### src/rtl/rx_tap_pkg.sv
`timescale 1ns/1ps
package rx_tap_pkg;
   typedef enum logic [1:0] {
      ST_IDLE   = 2'd0,
      ST_SETTLE = 2'd1,
      ST_DWELL  = 2'd2,
      ST_LOCK   = 2'd3
   } align_st_e;
endpackage

### src/rtl/rx_tap_stepper.sv
`timescale 1ns/1ps
module rx_tap_stepper #(
   parameter int TAP_W = 6
) (
   input  logic [TAP_W-1:0] cur_tap,
   input  logic             step_en,
   input  logic             step_up,
   input  logic             clr,
   output logic [TAP_W-1:0] next_tap
);
   localparam logic [TAP_W-1:0] TOP = {TAP_W{1'b1}};

   always_comb begin
      next_tap = cur_tap;
      if (clr)
         next_tap = '0;
      else if (step_en && step_up && cur_tap != TOP)
         next_tap = cur_tap + 1'b1;
      else if (step_en && !step_up && cur_tap != '0)
         next_tap = cur_tap - 1'b1;
   end
endmodule

### src/rtl/rx_eye_window.sv
`timescale 1ns/1ps
module rx_eye_window #(
   parameter int TAP_W    = 6,
   parameter bit ROUND_UP = 1'b0
) (
   input  logic             clk,
   input  logic             rst_n,
   input  logic             clear,
   input  logic             eval,
   input  logic             tap_ok,
   input  logic [TAP_W-1:0] tap_idx,
   output logic             found,
   output logic [TAP_W-1:0] center
);
   localparam int LEN_W = TAP_W + 1;

   logic [LEN_W-1:0] cur_len, best_len, n_cur_len, n_best_len, half;
   logic [TAP_W-1:0] cur_start, best_start, n_cur_start, n_best_start;
   logic [LEN_W-1:0] ctr_sum;

   always_comb begin
      n_cur_len    = tap_ok ? cur_len + 1'b1 : '0;
      n_cur_start  = (tap_ok && cur_len == '0) ? tap_idx : cur_start;
      n_best_len   = best_len;
      n_best_start = best_start;
      if (tap_ok && n_cur_len > best_len) begin
         n_best_len   = n_cur_len;
         n_best_start = n_cur_start;
      end
   end

   generate
      if (ROUND_UP) begin : g_round_up
         assign half = n_best_len >> 1;
      end else begin : g_round_down
         assign half = (n_best_len - 1'b1) >> 1;
      end
   endgenerate

   assign ctr_sum = {1'b0, n_best_start} + half;
   assign center  = ctr_sum[TAP_W-1:0];
   assign found   = (n_best_len != '0);

   always_ff @(posedge clk or negedge rst_n) begin
      if (!rst_n) begin
         cur_len    <= '0;
         cur_start  <= '0;
         best_len   <= '0;
         best_start <= '0;
      end else if (clear) begin
         cur_len    <= '0;
         cur_start  <= '0;
         best_len   <= '0;
         best_start <= '0;
      end else if (eval) begin
         cur_len    <= n_cur_len;
         cur_start  <= n_cur_start;
         best_len   <= n_best_len;
         best_start <= n_best_start;
      end
   end

   // the longest run seen never shrinks during a sweep
   assert_best_mono_R7: assert property (@(posedge clk) disable iff (!rst_n)
      (eval && !clear) |=> best_len >= $past(best_len));

   // an unstable tap ends the current run
   assert_run_break_R6: assert property (@(posedge clk) disable iff (!rst_n)
      (eval && !clear && !tap_ok) |=> cur_len == '0);
endmodule

### src/rtl/rx_tap_align_ctrl.sv
`timescale 1ns/1ps
module rx_tap_align_ctrl #(
   parameter int TAP_W    = 6,
   parameter int WORD_W   = 10,
   parameter int DWELL    = 4,
   parameter bit ROUND_UP = 1'b0
) (
   input  logic              clk,
   input  logic              rst_n,
   input  logic              full_rate,
   input  logic              align_mode,
   input  logic              dly_en,
   input  logic              dly_up,
   input  logic              dly_clr,
   input  logic [WORD_W-1:0] rx_word,
   output logic [TAP_W-1:0]  tap,
   output logic              locked,
   output logic [TAP_W-1:0]  lock_tap
);
   import rx_tap_pkg::*;

   localparam int CNT_W = (DWELL > 1) ? $clog2(DWELL) : 1;
   localparam logic [TAP_W-1:0] TAP_MAX  = {TAP_W{1'b1}};
   localparam logic [CNT_W-1:0] CNT_LAST = CNT_W'(DWELL - 1);

   generate
      if (TAP_W < 2 || TAP_W > 10) begin : g_bad_tap_w
         $error("rx_tap_align_ctrl: TAP_W must be 2..10");
      end
      if (DWELL < 1) begin : g_bad_dwell
         $error("rx_tap_align_ctrl: DWELL must be at least 1");
      end
      if (WORD_W < 1) begin : g_bad_word
         $error("rx_tap_align_ctrl: WORD_W must be at least 1");
      end
   endgenerate

   align_st_e         st;
   logic [WORD_W-1:0] ref_word;
   logic [CNT_W-1:0]  cnt;
   logic              bad;
   logic [TAP_W-1:0]  man_next, ctr_tap;
   logic              align_act, diff, trk_eval, trk_clear, trk_found, last_word;

   assign align_act = align_mode && full_rate;
   assign diff      = (rx_word != ref_word);
   assign last_word = (cnt == CNT_LAST);
   assign trk_eval  = align_act && !dly_clr && dly_en && st == ST_DWELL && last_word;
   assign trk_clear = (st == ST_IDLE);

   rx_tap_stepper #(.TAP_W(TAP_W)) u_step (
      .cur_tap (tap),
      .step_en (dly_en),
      .step_up (dly_up),
      .clr     (dly_clr),
      .next_tap(man_next)
   );

   rx_eye_window #(.TAP_W(TAP_W), .ROUND_UP(ROUND_UP)) u_win (
      .clk    (clk),
      .rst_n  (rst_n),
      .clear  (trk_clear),
      .eval   (trk_eval),
      .tap_ok (!(bad || diff)),
      .tap_idx(tap),
      .found  (trk_found),
      .center (ctr_tap)
   );

   always_ff @(posedge clk or negedge rst_n) begin
      if (!rst_n) begin
         st       <= ST_IDLE;
         tap      <= '0;
         locked   <= 1'b0;
         lock_tap <= '0;
         ref_word <= '0;
         cnt      <= '0;
         bad      <= 1'b0;
      end else if (!align_mode) begin
         tap      <= man_next;
         st       <= ST_IDLE;
         locked   <= 1'b0;
         lock_tap <= '0;
      end else if (!full_rate || dly_clr) begin
         if (full_rate) tap <= '0;
         st       <= ST_IDLE;
         locked   <= 1'b0;
         lock_tap <= '0;
      end else if (dly_en) begin
         unique case (st)
            ST_IDLE: begin
               tap <= '0;
               st  <= ST_SETTLE;
            end
            ST_SETTLE: begin
               ref_word <= rx_word;
               cnt      <= '0;
               bad      <= 1'b0;
               st       <= ST_DWELL;
            end
            ST_DWELL: begin
               bad <= bad || diff;
               if (!last_word) begin
                  cnt <= cnt + 1'b1;
               end else if (tap != TAP_MAX) begin
                  tap <= tap + 1'b1;
                  st  <= ST_SETTLE;
               end else if (trk_found) begin
                  tap      <= ctr_tap;
                  lock_tap <= ctr_tap;
                  locked   <= 1'b1;
                  st       <= ST_LOCK;
               end else begin
                  tap <= '0;
                  st  <= ST_SETTLE;
               end
            end
            default: ;
         endcase
      end
   end

   assert_step_up_R2: assert property (@(posedge clk) disable iff (!rst_n)
      (!align_mode && dly_en && dly_up && !dly_clr && tap != TAP_MAX)
      |=> tap == TAP_W'($past(tap) + 1'b1));

   assert_saturate_R3: assert property (@(posedge clk) disable iff (!rst_n)
      (!align_mode && dly_en && !dly_clr &&
       ((dly_up && tap == TAP_MAX) || (!dly_up && tap == '0))) |=> $stable(tap));

   assert_man_clear_R4: assert property (@(posedge clk) disable iff (!rst_n)
      (!align_mode && dly_clr) |=> tap == '0);

   assert_pause_R5: assert property (@(posedge clk) disable iff (!rst_n)
      (align_act && !dly_en && !dly_clr) |=> $stable(tap));

   assert_lock_after_top_R7: assert property (@(posedge clk) disable iff (!rst_n)
      $rose(locked) |-> $past(tap) == TAP_MAX);

   assert_report_R8: assert property (@(posedge clk) disable iff (!rst_n)
      locked ? (lock_tap == tap) : (lock_tap == '0));

   assert_lock_hold_R9: assert property (@(posedge clk) disable iff (!rst_n)
      (locked && align_act && !dly_clr) |=> (locked && $stable(tap)));

   assert_no_window_R10: assert property (@(posedge clk) disable iff (!rst_n)
      (trk_eval && tap == TAP_MAX && !trk_found) |=> (!locked && tap == '0));

   assert_restart_R11: assert property (@(posedge clk) disable iff (!rst_n)
      (align_act && dly_clr) |=> (!locked && tap == '0));

   assert_half_rate_R12: assert property (@(posedge clk) disable iff (!rst_n)
      (align_mode && !full_rate) |=> (!locked && $stable(tap)));
endmodule

### config.mk
export PLATFORM = sky130hd
export DESIGN_NAME = rx_tap_align_ctrl
export DESIGN_NICKNAME = d
export VERILOG_FILES = /design/src/rtl/rx_tap_pkg.sv /design/src/rtl/rx_tap_stepper.sv /design/src/rtl/rx_eye_window.sv /design/src/rtl/rx_tap_align_ctrl.sv
export SDC_FILE = /design/constraint.sdc
export NUM_CORES = 1
export LEC_CHECK = 0
export CORE_ASPECT_RATIO = 0.8
export CORE_MARGIN = 10
export CORE_UTILIZATION = 53
export DETAILED_ROUTE_END_ITERATION = 16
export DONT_BUFFER_PORTS = 1
export GPL_TIMING_DRIVEN = 0
export HOLD_SLACK_MARGIN = 0.05
export PLACE_DENSITY = 0.71
export SLEW_MARGIN = 30
export SYNTH_ARGS = -nofsm -noshare
export SYNTH_HDL_FRONTEND = slang
export SYNTH_SLANG_ARGS = --single-unit
### constraint.sdc
create_clock -name clk -period 4.5 [get_ports clk]
set_clock_uncertainty 0.1 [all_clocks]
set_input_delay 0.9 -clock clk [delete_from_list [all_inputs] [get_ports clk]]
set_output_delay 0.9 -clock clk [all_outputs]
set_load 0.05 [all_outputs]
==> impl_metrics.yaml <==
synth:
  ys_seq_elements: 54
  synthTopCellsByArea: "dfrtp_1 (34%), ha_1 (5.4%), mux2i_1 (4.3%), nor2_1 (4.3%), o21ai_0 (4.2%)"
  yosys_most_used_dff: "dfrtp_1"
  syn_area_per_cell_um2: 9.16
  synth_top_area_share_pct: 34.2
  yosysTopAreaCell: "dfrtp_1"
  synthArstFlopShare_pct: 100
  ys_seq_area_share_pct: 34.2
  syn_area_um2: 3960
  synth-warning-count: 0
  syn_inst: 432
  synth.net_count: 467
  synth_edf_count: 0
  synth.distinct_cells: 71
critical_path:
  path_common_cell: "buf_4"
  cp-start-kind: "input pin"
  path_max_fanout: 10
  critPathCaptureType: "flop"
  critPathMaxStageDelay_ns: 0.36
  critPathArrivalTime_ns: 5.03
  crit_slowest_cell: "a221o_2"
  critPathRequiredTime_ns: 4.61
  cp_top_family: "buffers and inverters"
  ff2ff_setup_slack_ns: -0.38
  crit_buf_inv: 10
  critical_path_class: "input pin to flop"
clock_tree:
  clkTransAtPathRegs_ns: 0.11
  cts-root-buf: "clkbuf_8"
  htree_levels: 2
  cts_buffer_depth: 2
  ctsHoldBuffers: 0
  cts_buffers: 5
  cts_tree: "done"
  cts.sinks: 54
  worstSkewPairLatency_ns: 0.32
drt:
  postRouteAntennaNets: 0
  wire_per_inst_um: 18.7
  num_vias: 3395
  drc_errors: 0
  finalWirelength_um: 10400
  via_per_inst: 6.10
  dr.pass1.iters: 5
  drt_iter0_markers: 322
global_route:
  grt_use_total_pct: 18.1
  antenna_found_initial: 0
  grt_pass1_wl_um: 16700
  grt_start_max_net_pins: 55
  overflow: 0
  grt_pass1_vias: 3239
placement:
  dp.cells: 522
  hpwl_um: 7240
  place_area_um2: 4140
  port_buffers: 0
  place_congestion: 0.955
  pre_cts_ws_ns: -1.23
finish:
  stdcell_count: 557
  multi_input_area_um2: 2730
  drive_above_1_share_pct: 26.6
  area_delta_synth_final_pct: 20.3
  regArea_um2: 1350
  num-fill-cells: 557
  design_area_um2: 4760
  nets: 501
  diodes: 0
power:
  p_leak_nw: 2.06
  ir_drop_v: 0.000125
  total_power_mw: 1.00
  power.density_nw_per_um2: 211
floorplanning:
  initial_utilization_pct: 54.0
  num_rows: 28
  dieArea_um2: 11300
  die_h_um: 97.3
  fp.dieW_um: 117
  core-area_um2: 7320
  num_io_pins: 30
hold_path:
  hold_class: "input pin to async pin"
status:
  violations: "negative setup slack"
  status: "complete, but fails checks"
sta:
  tightest_slew_ns: 0.763
  min_period_over_period_pct: 109
  maxSlewHeadroom_pct: 48.8
  setup_ws_ns: -0.421
  fmax_ghz: 0.203
  hold_violations: 0
  drv_slew: 0
  period_minus_slack_ns: 4.92
  setup-violations-final: 7
  rsz0062_at_grt: "yes"
flow_run:
  max_cap_viol_count: 0
metal layers:
layer  routed length, um  global-route usage [%]
met1                4680                    25.7
met2                4750                    27.4
met3                 834                    4.26
met5                   0                       0
met4                 132                    3.32
through the flow:
step | util, % | TNS [ns] | hold WS [ns]
2_1_floorplan | - | -1.30 | 0.378
3_5_place_dp | 56.5 | -6.65 | 0.405
4_1_cts | 62.4 | -0.851 | 0.151
6_report | 65.0 | -1.93 | 0.155
3_3_place_gp | 56.5 | -6.09 | 0.398
5_1_grt | 65.0 | -3.55 | 0.130
synthesized netlist by cell type, drive strengths merged (4+ instances only):
master,n
a22o,5
ha,17
and3,5
or3,5
nor2,46
xor2,17
a211oi,6
dfrtp,54
o211ai,4
clkbuf,7
nand2,29
mux2,11
nand3,16
o21bai,4
xnor2,18
mux2i,17
o21ai,35
a21oi,25
nor3,14
a31oi,4
buf,13
a21o,6
nand3b,6
inv,18
registers in the layout, indices dropped and copies added, names as in the netlist, 6 cells and up:
signal,cells
ref_word,10
u_win.best_len,7
u_win.cur_len,7
lock_tap,6
tap,6
u_win.best_start,6
u_win.cur_start,6
placed cells by master (no fill, tap or decap), types with 4 or more instances in the layout:
cell,count
xor2_1,11
a211oi_1,4
buf_4,26
mux2i_1,16
a21oi_1,16
o21bai_1,4
dfrtp_1,53
ha_4,4
nor3_1,9
nand3b_1,6
xor2_4,4
a21oi_2,7
o21ai_0,31
a21o_1,4
nor2_1,44
nand2_1,29
buf_6,6
a22o_1,5
inv_1,17
mux2_2,11
nand3_1,12
clkbuf_8,6
o211ai_1,4
xnor2_1,15
ha_1,12
buf_2,5
clkbuf_1,6
power by group:
| part | leakage [nW] | internal, mW | switching, mW | total, mW |
|---|---|---|---|---|
| sequential | 0.746 | 0.498 | 0.0407 | 0.539 |
| clock | 0.0587 | 0.169 | 0.174 | 0.343 |
| combinational | 1.26 | 0.0564 | 0.0659 | 0.122 |
layout make-up:
cell class                 count  share of cell area [%]
buffer                        20                    2.87
clock buffer                   5                    1.45
clock inverter                 3                   0.999
inverter                      18                    1.42
multi-input combinational    340                    57.5
sequential                    54                    28.4
tap                           90                    2.37
timing repair buffer          27                    5.02
final timing paths:
check / start / to / cells after the start
max: rx_word[9] / tap[4] / 27
max reg2reg: u_win.cur_len[0] / tap[4] / 26
min: rst_n / ref_word[0] / 0
max in group asynchronous: rst_n / u_win.best_start[0] / 0
min in group clk: u_win.best_start[4] / u_win.best_start[4] / 2
min reg2reg: u_win.best_start[4] / u_win.best_start[4] / 2
logic make-up after synthesis:
family,after synthesis,synth area share [%]
simple gates,147,20.5
compound gates,111,18.9
flops,54,34.2
buf+inv,38,4.81
xor+xnor,36,8.35
mux,28,7.43
fa+ha+maj,18,5.88
timing repair:
action,4_1_cts,5_1_grt
gates resized for setup,24,24
gates cloned,1,0
buffers inserted,16,10
endpoints found under the setup margin,9,10
pin swaps,22,24
Note: power is estimated with default switching activity, not from simulation.
